File: config.mk
export PLATFORM = sky130hd
export DESIGN_NAME = mc_datapath
export DESIGN_NICKNAME = d
export VERILOG_FILES = /design/src/rtl/mc_pkg.sv /design/src/rtl/mc_alu.sv /design/src/rtl/mc_regfile.sv /design/src/rtl/mc_memory.sv /design/src/rtl/mc_datapath.sv
export SDC_FILE = /design/constraint.sdc
export NUM_CORES = 2
export LEC_CHECK = 0
export BUFFER_PORTS_ARGS = -buffer_cell sky130_fd_sc_hd__buf_4
export CORE_MARGIN = 5
export CORE_UTILIZATION = 30
export DETAILED_ROUTE_END_ITERATION = 16
export PLACE_DENSITY = 0.53
export SETUP_SLACK_MARGIN = 0.5
export SYNTH_ARGS = -nofsm -noshare
export SYNTH_HDL_FRONTEND = slang
export SYNTH_HIERARCHICAL = 1
export SYNTH_SLANG_ARGS = --single-unit
export TNS_END_PERCENT = 50
File: constraint.sdc
create_clock -name clk -period 6.02 [get_ports clk]
set_input_delay 0.903 -clock clk [delete_from_list [all_inputs] [get_ports clk]]
set_output_delay 0.903 -clock clk [all_outputs]
set_load 0.02 [all_outputs]
File: src/rtl/mc_pkg.sv
package mc_pkg;

    localparam int XLEN   = 32;
    localparam int NREG   = 32;
    localparam int RAW    = $clog2(NREG);

    typedef enum logic [1:0] {
        SRCB_REG    = 2'b00,
        SRCB_FOUR   = 2'b01,
        SRCB_IMM    = 2'b10,
        SRCB_IMM_SH = 2'b11
    } srcb_e;

    typedef enum logic [1:0] {
        PCN_ALU   = 2'b00,
        PCN_LATCH = 2'b01,
        PCN_JUMP  = 2'b10,
        PCN_RSVD  = 2'b11
    } pcsel_e;

    typedef enum logic [2:0] {
        ALU_AND = 3'b000,
        ALU_OR  = 3'b001,
        ALU_ADD = 3'b010,
        ALU_SUB = 3'b110,
        ALU_SLT = 3'b111
    } aluop_e;

    typedef struct packed {
        logic [5:0]     op;
        logic [RAW-1:0] rs;
        logic [RAW-1:0] rt;
        logic [RAW-1:0] rd;
        logic [15:0]    imm;
        logic [25:0]    target;
    } fields_t;

    function automatic fields_t split_ir(input logic [XLEN-1:0] w);
        fields_t f;
        f.op     = w[31:26];
        f.rs     = w[25:21];
        f.rt     = w[20:16];
        f.rd     = w[15:11];
        f.imm    = w[15:0];
        f.target = w[25:0];
        return f;
    endfunction

    function automatic logic [XLEN-1:0] sext16(input logic [15:0] v);
        return {{(XLEN-16){v[15]}}, v};
    endfunction

endpackage

File: src/rtl/mc_alu.sv
module mc_alu
    import mc_pkg::*;
(
    input  logic [XLEN-1:0] a,
    input  logic [XLEN-1:0] b,
    input  logic [2:0]      ctl,
    output logic [XLEN-1:0] y,
    output logic            zero
);

    always_comb begin
        case (aluop_e'(ctl))
            ALU_AND: y = a & b;
            ALU_OR:  y = a | b;
            ALU_SUB: y = a - b;
            ALU_SLT: y = {{(XLEN-1){1'b0}}, ($signed(a) < $signed(b))};
            default: y = a + b;
        endcase
    end

    assign zero = (y == '0);

endmodule

File: src/rtl/mc_regfile.sv
module mc_regfile
    import mc_pkg::*;
(
    input  logic            clk,
    input  logic            rst,
    input  logic [RAW-1:0]  ra1,
    input  logic [RAW-1:0]  ra2,
    output logic [XLEN-1:0] rd1,
    output logic [XLEN-1:0] rd2,
    input  logic            we,
    input  logic [RAW-1:0]  wa,
    input  logic [XLEN-1:0] wd
);

    logic [XLEN-1:0] regs [1:NREG-1];

    always_ff @(posedge clk) begin
        if (rst) begin
            for (int i = 1; i < NREG; i++) regs[i] <= '0;
        end else if (we && wa != '0) begin
            regs[wa] <= wd;
        end
    end

    assign rd1 = (ra1 == '0) ? '0 : regs[ra1];
    assign rd2 = (ra2 == '0) ? '0 : regs[ra2];

endmodule

File: src/rtl/mc_memory.sv
module mc_memory
    import mc_pkg::*;
#(
    parameter int WORDS      = 64,
    parameter int INIT_WORDS = 32,
    parameter logic [INIT_WORDS*XLEN-1:0] INIT_IMAGE = '0,
    localparam int IDX_W     = $clog2(WORDS)
) (
    input  logic             clk,
    input  logic             rst,
    input  logic [IDX_W-1:0] idx,
    input  logic             we,
    input  logic [XLEN-1:0]  wdata,
    output logic [XLEN-1:0]  rdata
);

    logic [XLEN-1:0] mem    [WORDS];
    logic [XLEN-1:0] init_w [WORDS];

    for (genvar g = 0; g < WORDS; g++) begin : g_init
        if (g < INIT_WORDS) begin : g_img
            assign init_w[g] = INIT_IMAGE[g*XLEN +: XLEN];
        end else begin : g_zero
            assign init_w[g] = '0;
        end
    end

    always_ff @(posedge clk) begin
        if (rst) begin
            for (int i = 0; i < WORDS; i++) mem[i] <= init_w[i];
        end else if (we) begin
            mem[idx] <= wdata;
        end
    end

    assign rdata = mem[idx];

endmodule

File: src/rtl/mc_datapath.sv
module mc_datapath
    import mc_pkg::*;
#(
    parameter int MEM_WORDS  = 64,
    parameter int INIT_WORDS = 32,
    parameter logic [INIT_WORDS*32-1:0] INIT_IMAGE = '0,
    localparam int IDX_W     = $clog2(MEM_WORDS)
) (
    input  logic        clk,
    input  logic        rst,
    input  logic        pc_we,
    input  logic        pc_we_cond,
    input  logic        iord,
    input  logic        mem_we,
    input  logic        ir_we,
    input  logic        reg_we,
    input  logic        reg_dst,
    input  logic        mem_to_reg,
    input  logic        alu_a_sel,
    input  logic [1:0]  alu_b_sel,
    input  logic [1:0]  pc_src,
    input  logic [2:0]  alu_ctl,
    output logic [5:0]  opcode,
    output logic        zero,
    output logic [31:0] pc,
    output logic [31:0] alu_q
);

    logic [XLEN-1:0] pc_q, ir_q, mdr_q, a_q, b_q, aluout_q;
    logic [XLEN-1:0] mem_rdata, rd1, rd2;
    logic [XLEN-1:0] op_a, op_b, alu_y, pc_next, wdata_rf, imm_x;
    logic [IDX_W-1:0] mem_idx;
    logic [RAW-1:0]   waddr_rf;
    fields_t          f;

    assign f     = split_ir(ir_q);
    assign imm_x = sext16(f.imm);

    // shared memory port: one address mux for fetch and data
    assign mem_idx = iord ? aluout_q[IDX_W+1:2] : pc_q[IDX_W+1:2];

    mc_memory #(
        .WORDS      (MEM_WORDS),
        .INIT_WORDS (INIT_WORDS),
        .INIT_IMAGE (INIT_IMAGE)
    ) u_mem (
        .clk   (clk),
        .rst   (rst),
        .idx   (mem_idx),
        .we    (mem_we),
        .wdata (b_q),
        .rdata (mem_rdata)
    );

    assign waddr_rf = reg_dst ? f.rd : f.rt;
    assign wdata_rf = mem_to_reg ? mdr_q : aluout_q;

    mc_regfile u_rf (
        .clk (clk),
        .rst (rst),
        .ra1 (f.rs),
        .ra2 (f.rt),
        .rd1 (rd1),
        .rd2 (rd2),
        .we  (reg_we),
        .wa  (waddr_rf),
        .wd  (wdata_rf)
    );

    assign op_a = alu_a_sel ? a_q : pc_q;

    always_comb begin
        case (srcb_e'(alu_b_sel))
            SRCB_REG:    op_b = b_q;
            SRCB_FOUR:   op_b = 32'd4;
            SRCB_IMM:    op_b = imm_x;
            default:     op_b = imm_x << 2;
        endcase
    end

    mc_alu u_alu (
        .a    (op_a),
        .b    (op_b),
        .ctl  (alu_ctl),
        .y    (alu_y),
        .zero (zero)
    );

    always_comb begin
        case (pcsel_e'(pc_src))
            PCN_LATCH: pc_next = aluout_q;
            PCN_JUMP:  pc_next = {pc_q[31:28], f.target, 2'b00};
            default:   pc_next = alu_y;
        endcase
    end

    always_ff @(posedge clk) begin
        if (rst) begin
            pc_q     <= '0;
            ir_q     <= '0;
            mdr_q    <= '0;
            a_q      <= '0;
            b_q      <= '0;
            aluout_q <= '0;
        end else begin
            if (ir_we) ir_q <= mem_rdata;
            mdr_q    <= mem_rdata;
            a_q      <= rd1;
            b_q      <= rd2;
            aluout_q <= alu_y;
            if (pc_we || (pc_we_cond && zero)) pc_q <= pc_next;
        end
    end

    assign opcode = f.op;
    assign pc     = pc_q;
    assign alu_q  = aluout_q;

    AST_IR_HOLD: assert property (@(posedge clk) disable iff (rst)
        !ir_we |=> $stable(ir_q));

    AST_PC_HOLD: assert property (@(posedge clk) disable iff (rst)
        (!pc_we && !pc_we_cond) |=> $stable(pc_q));

    AST_BRANCH_NOT_TAKEN: assert property (@(posedge clk) disable iff (rst)
        (pc_we_cond && !pc_we && !zero) |=> $stable(pc_q));

    AST_R0_READS_ZERO: assert property (@(posedge clk) disable iff (rst)
        ($past(ir_q[25:21]) == 5'd0) |-> (a_q == '0));

endmodule

# --- Yosys cells after proc, flatten, opt, wreduce, memory -nomap -nowiden ---
# Memory sizes are Yosys's and may differ from the RTL's. A register that Yosys moved wholly into a read port is not among the register bits.
# Index checks and enable logic that the tools add are counted.
word_totals:
  mem_count: 2
  out_inout_bits: 71
  wordCells: 55
  ram_bits: 3040
  input_bits: 18
  reg_bits: 128
classes:
  order_cmp: 1
  muxes: 21
  n_addsub: 2
  bitwise: 3
  reduce_logical: 14
  eq_ne: 7
mem_list:
  columns: ["name", "depth", "width", "read_ports", "rd_ports_with_merged_regs", "write_ports", "line", "source"]
  rows:
  - ["u_mem.mem", 64, 32, 1, 0, 64, "mc_memory.sv:17", "logic [XLEN-1:0] mem [WORDS];"]
  - ["u_rf.regs", 31, 32, 2, 2, 31, "mc_regfile.sv:15", "logic [XLEN-1:0] regs [1:NREG-1];"]
ops:
  columns: ["cell", "count"]
  rows:
  - ["32-bit two-way mux", 4]
  - ["32-bit case mux with 4 select lines", 1]
  - ["32-bit case mux with 3 select lines", 1]
  - ["32-bit case mux with 2 select lines", 1]
  - ["32-bit OR reduction", 2]
  - ["32-bit adder", 1]
  - ["32-bit AND", 1]
  - ["32-bit logical NOT", 1]
  - ["32-bit less-than comparator", 1]
  - ["32-bit bitwise OR", 1]
  - ["32-bit subtractor", 1]
  - ["6-bit two-way mux", 2]
  - ["5-bit logical NOT", 2]
  - ["1-bit two-way mux", 10]
  - ["5-bit two-way mux", 2]
  - ["3-bit == test (second input constant)", 2]
  - ["5-bit nonzero test", 1]
  - ["2-bit by 1-bit == test with 1-bit output (second input constant)", 2]
  - ["2-bit == test (second input constant)", 2]
  - ["2-bit OR reduction", 2]
  - ["3-bit by 1-bit == test with 1-bit output (second input constant)", 1]
  - ["3-bit logical NOT", 1]
  - ["1-bit logical AND", 2]
  - ["2-bit logical NOT", 1]
  - ["other kinds (3)", 3]

# --- Logic depth before layout (Yosys ltp) ---
depth:
  depth_word: 8
  mapped_depth: 24
  ltp_nobuf: 19

# --- By module ---
# Netlist, hierarchy kept.
by_module_without_submodules:
  columns: ["module", "cells_each", "area_per_inst_um2", "instances", "seq_area_each_um2"]
  rows:
  - ["mc_memory", 6970, 92807.8, 1, 61499.0]
  - ["mc_regfile", 3500, 54225.8, 1, 30749.5]
  - ["mc_datapath", 740, 7856.3, 1, 3843.7]
  - ["mc_alu", 837, 5479.0, 1, 0.0]

# --- Worst setup path before layout ---
# Ideal clock, no wire load.
synth_timing:
  kind: "input port to output port"
  startpoint: "input alu_a_sel"
  endpoint: "output zero"
  cell_stages: 15
  t_arrival_ns: 4.896
  required_ns: 5.117
  path_slack_ns: 0.221
  n_path_buf: 2
  path_cell_list: "clkbuf_1 -> buf_4 -> mux2_2 -> fa_1 -> a21o_1 -> a221o_1 -> a221o_1 -> o21ba_2 -> a31o_1 -> a221o_1 -> a31oi_1 -> o21ai_1 -> mux2i_1 -> o211ai_1 -> nor4_2"
synth_via:
  elab_chain_cells: 4
  elab_cells_between_ends: 8
  cone_classes: "add/sub (2); order compare (1); mux (2); bitwise (2); reduce/logical (1)"
synth_lines:
  columns: ["element", "line", "source"]
  rows:
  - ["start: declaration", "mc_datapath.sv:19", "input logic alu_a_sel,"]
  - ["32-bit two-way mux *", "mc_datapath.sv:70", "assign op_a = alu_a_sel ? a_q : pc_q;"]
  - ["named net op_a[1]", "mc_datapath.sv:31", "logic [XLEN-1:0] op_a, op_b, alu_y, pc_next, wdata_rf, imm_x;"]
  - ["32-bit adder (tied with other cells)", "mc_alu.sv:17", "default: y = a + b;"]
  - ["32-bit case mux with 4 select lines *", "mc_alu.sv:12", "case (aluop_e'(ctl))"]
  - ["32-bit logical NOT *", "mc_alu.sv:21", "assign zero = (y == '0);"]
  - ["end: declaration", "mc_datapath.sv:24", "output logic zero,"]
# The timed path passes the listed nets; every way through them passes the cells marked *.

# --- Worst setup path in the final report ---
layout_timing:
  startpoint: "register pc_q[0] (netlist: pc[0])"
  endpoint: "output zero"
layout_via:
  elab_chain_cells: 4
  elab_cells_between_ends: 8
  cone_classes: "add/sub (2); order compare (1); mux (2); bitwise (2); reduce/logical (1)"
layout_lines:
  columns: ["element", "line", "source"]
  rows:
  - ["start: declaration", "mc_datapath.sv:29", "logic [XLEN-1:0] pc_q, ir_q, mdr_q, a_q, b_q, aluout_q;"]
  - ["start signal: assignment", "mc_datapath.sv:111", "if (pc_we || (pc_we_cond && zero)) pc_q <= pc_next;"]
  - ["32-bit two-way mux *", "mc_datapath.sv:70", null]
  - ["named net op_a[0]", "mc_datapath.sv:31", null]
  - ["32-bit adder (tied with other cells)", "mc_alu.sv:17", null]
  - ["32-bit case mux with 4 select lines *", "mc_alu.sv:12", null]
  - ["32-bit logical NOT *", "mc_alu.sv:21", null]
# Marks and branches as above.

==> key figures <==
Outcome
  – Status: finished with violations
  – Failing checks: negative setup slack

Finish
  – Share of cells above drive strength 1: 20.86%
  – Fillers: 51140
  – Cell area after layout: 0.1848 mm2
  – Commonest non-fill, non-tap cell in the layout: edfxtp_1
  – Most frequent cells in the layout: 3072 x edfxtp_1, 3052 x and2_1, 882 x buf_4
  – Final core utilization: 34.69%
  – Sequential cell area: 0.09623 mm2
  – Area taken by multi-input logic gates: 0.05937 mm2
  – Non-filler cells in the finished layout: 19540
  – Layout Area Growth over Synthesis: 15.26%
  – Nets: 12270

STA
  – Fmax: 0.1532 GHz
  – Final period util: 108.4%
  – Final hold vios: 0
  – Setup violators final: 1
  – Final period demand of the worst path: 6.529 ns
  – Slew @ Worst Pin: 1.294 ns
  – Final Skew: 0.08081 ns
  – Relative slew margins: 13.54%
  – Final setup margin: -0.5086 ns
  – RSZ-0062 raised after global routing: yes
  – Slew Limit Fails: 0

Pwr
  – Peak supply drop: 0.2899 mV
  – Switching Power: 25.40 mW
  – Sw Ratio: 35.75%
  – Leakage: 65.05 nW
  – Internal power: 45.65 mW
  – Clock Power Share: 30.9%
  – Combinational share of power: 30.8%
  – Pwr dens: 384.4 mW/mm2
  – Sequential share of power: 38.3%

Floorplanning
  – Core Box Area: 0.5328 mm2
  – Site Rows: 268
  – I/O pins: 89
  – Die Wd: 741.1 um
  – Initial core utilization: 30.10%
  – Die height: 741.1 um
  – Die area: 0.5493 mm2

Place
  – Area after DPL: 0.1725 mm2
  – Hpwl dp: 376900 um
  – GP Congestion: 0.9187
  – Port-buffer cells: 88
  – Pre-CTS setup slack: -0.6983 ns
  – Dpl cells: 18780

Setup path
  – Endpoint class of the critical path: output pin
  – Crit path max fanout: 4
  – WP data required: 5.12 ns
  – R2r setup slk: 0.52 ns
  – Crit path launch type: register
  – Critical path type: reg -> out
  – Crit path arrival time: 5.63 ns

Route
  – TritonRoute pass-1 iters: 6
  – Total number of vias: 105600
  – Drt drc: 0
  – Antenna Violating Nets Remaining: 0
  – Routed len/inst: 30.60 um
  – Initial DRC Count: 13410
  – Vias/cell: 5.405
  – Routed WL: 598000 um

Yosys
  – Compound-Gate Fraction of Synth Area: 9.040%
  – Synth area leaders: edfxtp_1 58%, and2_1 12%, mux4_2 7.1%
  – Synth async-reset ratio: 0%
  – Synth Flop Type: edfxtp_1
  – Yosys warns: 6
  – Post-synthesis sequential area ratio: 59.92%
  – Average size of a mapped cell: 13.31 um2
  – Library cells used by synthesis: 106
  – Post-Synth Adder-Cell Area: 0.7896%
  – Post-synth top area share: 57.52%
  – FF+latch count, synth: 3264
  – Number of synthesized flops with an enable pin: 3072
  – Synth Instances: 12050
  – Mux share of post-synthesis cell area: 10.76%
  – Simple-Gate Fraction of Synth Area: 15.72%
  – Xor/xnor share of the synthesized area: 0.03745%
  – Largest family of logic cells by synthesized area: simple AND/OR/NAND/NOR gates
  – Largest area contributor in the netlist: edfxtp_1
  – Mapped Area: 0.1604 mm2

CTS
  – CTS Sinks: 3264
  – H-tree Lvls: 5
  – Clk_lat worst skew: 1.01 ns
  – Clock Tree Buf Depth: 4
  – Clock transition at path regs: 0.06 ns
  – Root Driver: clkbuf_16
  – Cts hold-fix bufs: 0
  – CTS buffer count: 369
  – CTS tree: built

Worst hold path
  – Hold/Removal Path Class: in -> reg

Global route
  – Initial antenna violation count: 82
  – Number of global-route vias before repair: 102900
  – Tot GR Track Use: 20.93%
  – First-pass GRT wire length: 829100 um
  – Largest net degree at the start of global routing: 167
  – Grt total ovfl: 0

Run
  – Max-cap viol count: 0
## worst paths after layout
check | to | depth (start not counted) | from
max | zero | 19 | pc[0]
min | ir_q[30] | 2 | rst
max reg2reg | pc[11] | 25 | pc[0]
min reg2reg | ir_q[28] | 2 | ir_q[28]
## worst max-delay path: stages, from the launching register on
cell and delay, ns:
dfxtp_2 0.33, mux2_2 0.28, inv_2 0.08, ha_4 0.14
inv_2 0.04, fa_2 0.41, nor2b_4 0.15, o211ai_1 0.30
buf_4 0.18, a211oi_1 0.09, nor4_4 0.31, o221ai_1 0.15
or4_4 0.53, nor4b_4 0.23, nand4b_1 0.25, nor4b_4 0.33
nand4_1 0.21, nor4_4 0.31, buf_6 0.18, buf_6 0.13
## kinds of logic (layout without fill, tap and decap cells)
logic type | count (synthesis) | count (layout)
flops | 3264 | 3264
other cells | 1 | 101
fa+ha+maj | 100 | 100
xor+xnor | 6 | 6
mux | 1064 | 1064
simple gates | 4231 | 4231
buf+inv | 1378 | 1752
compound gates | 2003 | 2003
## sequential cells by signal, indices dropped and copies added, names as in the netlist
register and flops:
mdr_q 32, ir_q 32, u_rf/regs 1024, pc 32
alu_q 32, b_q 32, u_mem/mem 2048, a_q 32
## through the flow
stage,total power [mW],TNS (ns),hold WS (ns)
after CTS,70.97,-0.5756,0.3384
after global placement,49.00,-13.19,0.4834
after global routing,73.16,-0.6718,0.3716
final,71.05,-0.5086,0.3945
after floorplan,38.03,0,0.4617
after detailed placement,48.99,-15.18,0.4860
## cell usage after synthesis (all sizes together), types with 44 or more instances
library cell	count
a2111oi	64
o22ai	275
clkbuf	880
inv	105
a221o	77
nor2	334
nand2	198
nor2b	164
a21oi	260
mux2i	340
edfxtp	3072
and2	3056
a221oi	308
nor3	119
mux2	218
or2	120
nand2b	45
buf	393
a22oi	396
o211ai	64
nand3	51
a22o	87
dfxtp	192
o21ai	239
ha	98
a211oi	44
mux4	506
## layout make-up
| class | count | share of cell area (%) |
|---|---|---|
| antenna | 69 | 0.09341 |
| clock buffer | 477 | 5.327 |
| clock inverter | 197 | 0.9057 |
| inverter | 105 | 0.2186 |
| multi-input combinational | 7436 | 32.12 |
| sequential | 3264 | 52.06 |
| tap | 7020 | 4.752 |
| timing repair buffer | 973 | 4.522 |
## power by group through the flow
stage	Sequential [mW]	Combinational [mW]	Clock [mW]
2_1_floorplan	27.0	11.0	0
6_report	27.2	21.9	21.9
4_1_cts	27.2	21.5	22.2
3_3_place_gp	27.7	21.3	0
3_5_place_dp	27.7	21.3	0
5_1_grt	27.3	22.6	23.2
## layer usage
metal / part of all wire, % / track usage, % / up-vias
met4: 4.1 / 7.550 / 28
met2: 46 / 33.34 / 4689
li1: - / - / 45180
met1: 41 / 28.20 / 54750
met5: 0.029 / 0 / -
met3: 8.7 / 4.337 / 981
## what timing repair did
item,in CTS,in global routing
setup buffers,9,6
setup endpoints to repair,32,33
resized for setup,43,59
pin swaps,23,42
cloned,0,1
Power figures use the tool's default switching activity.
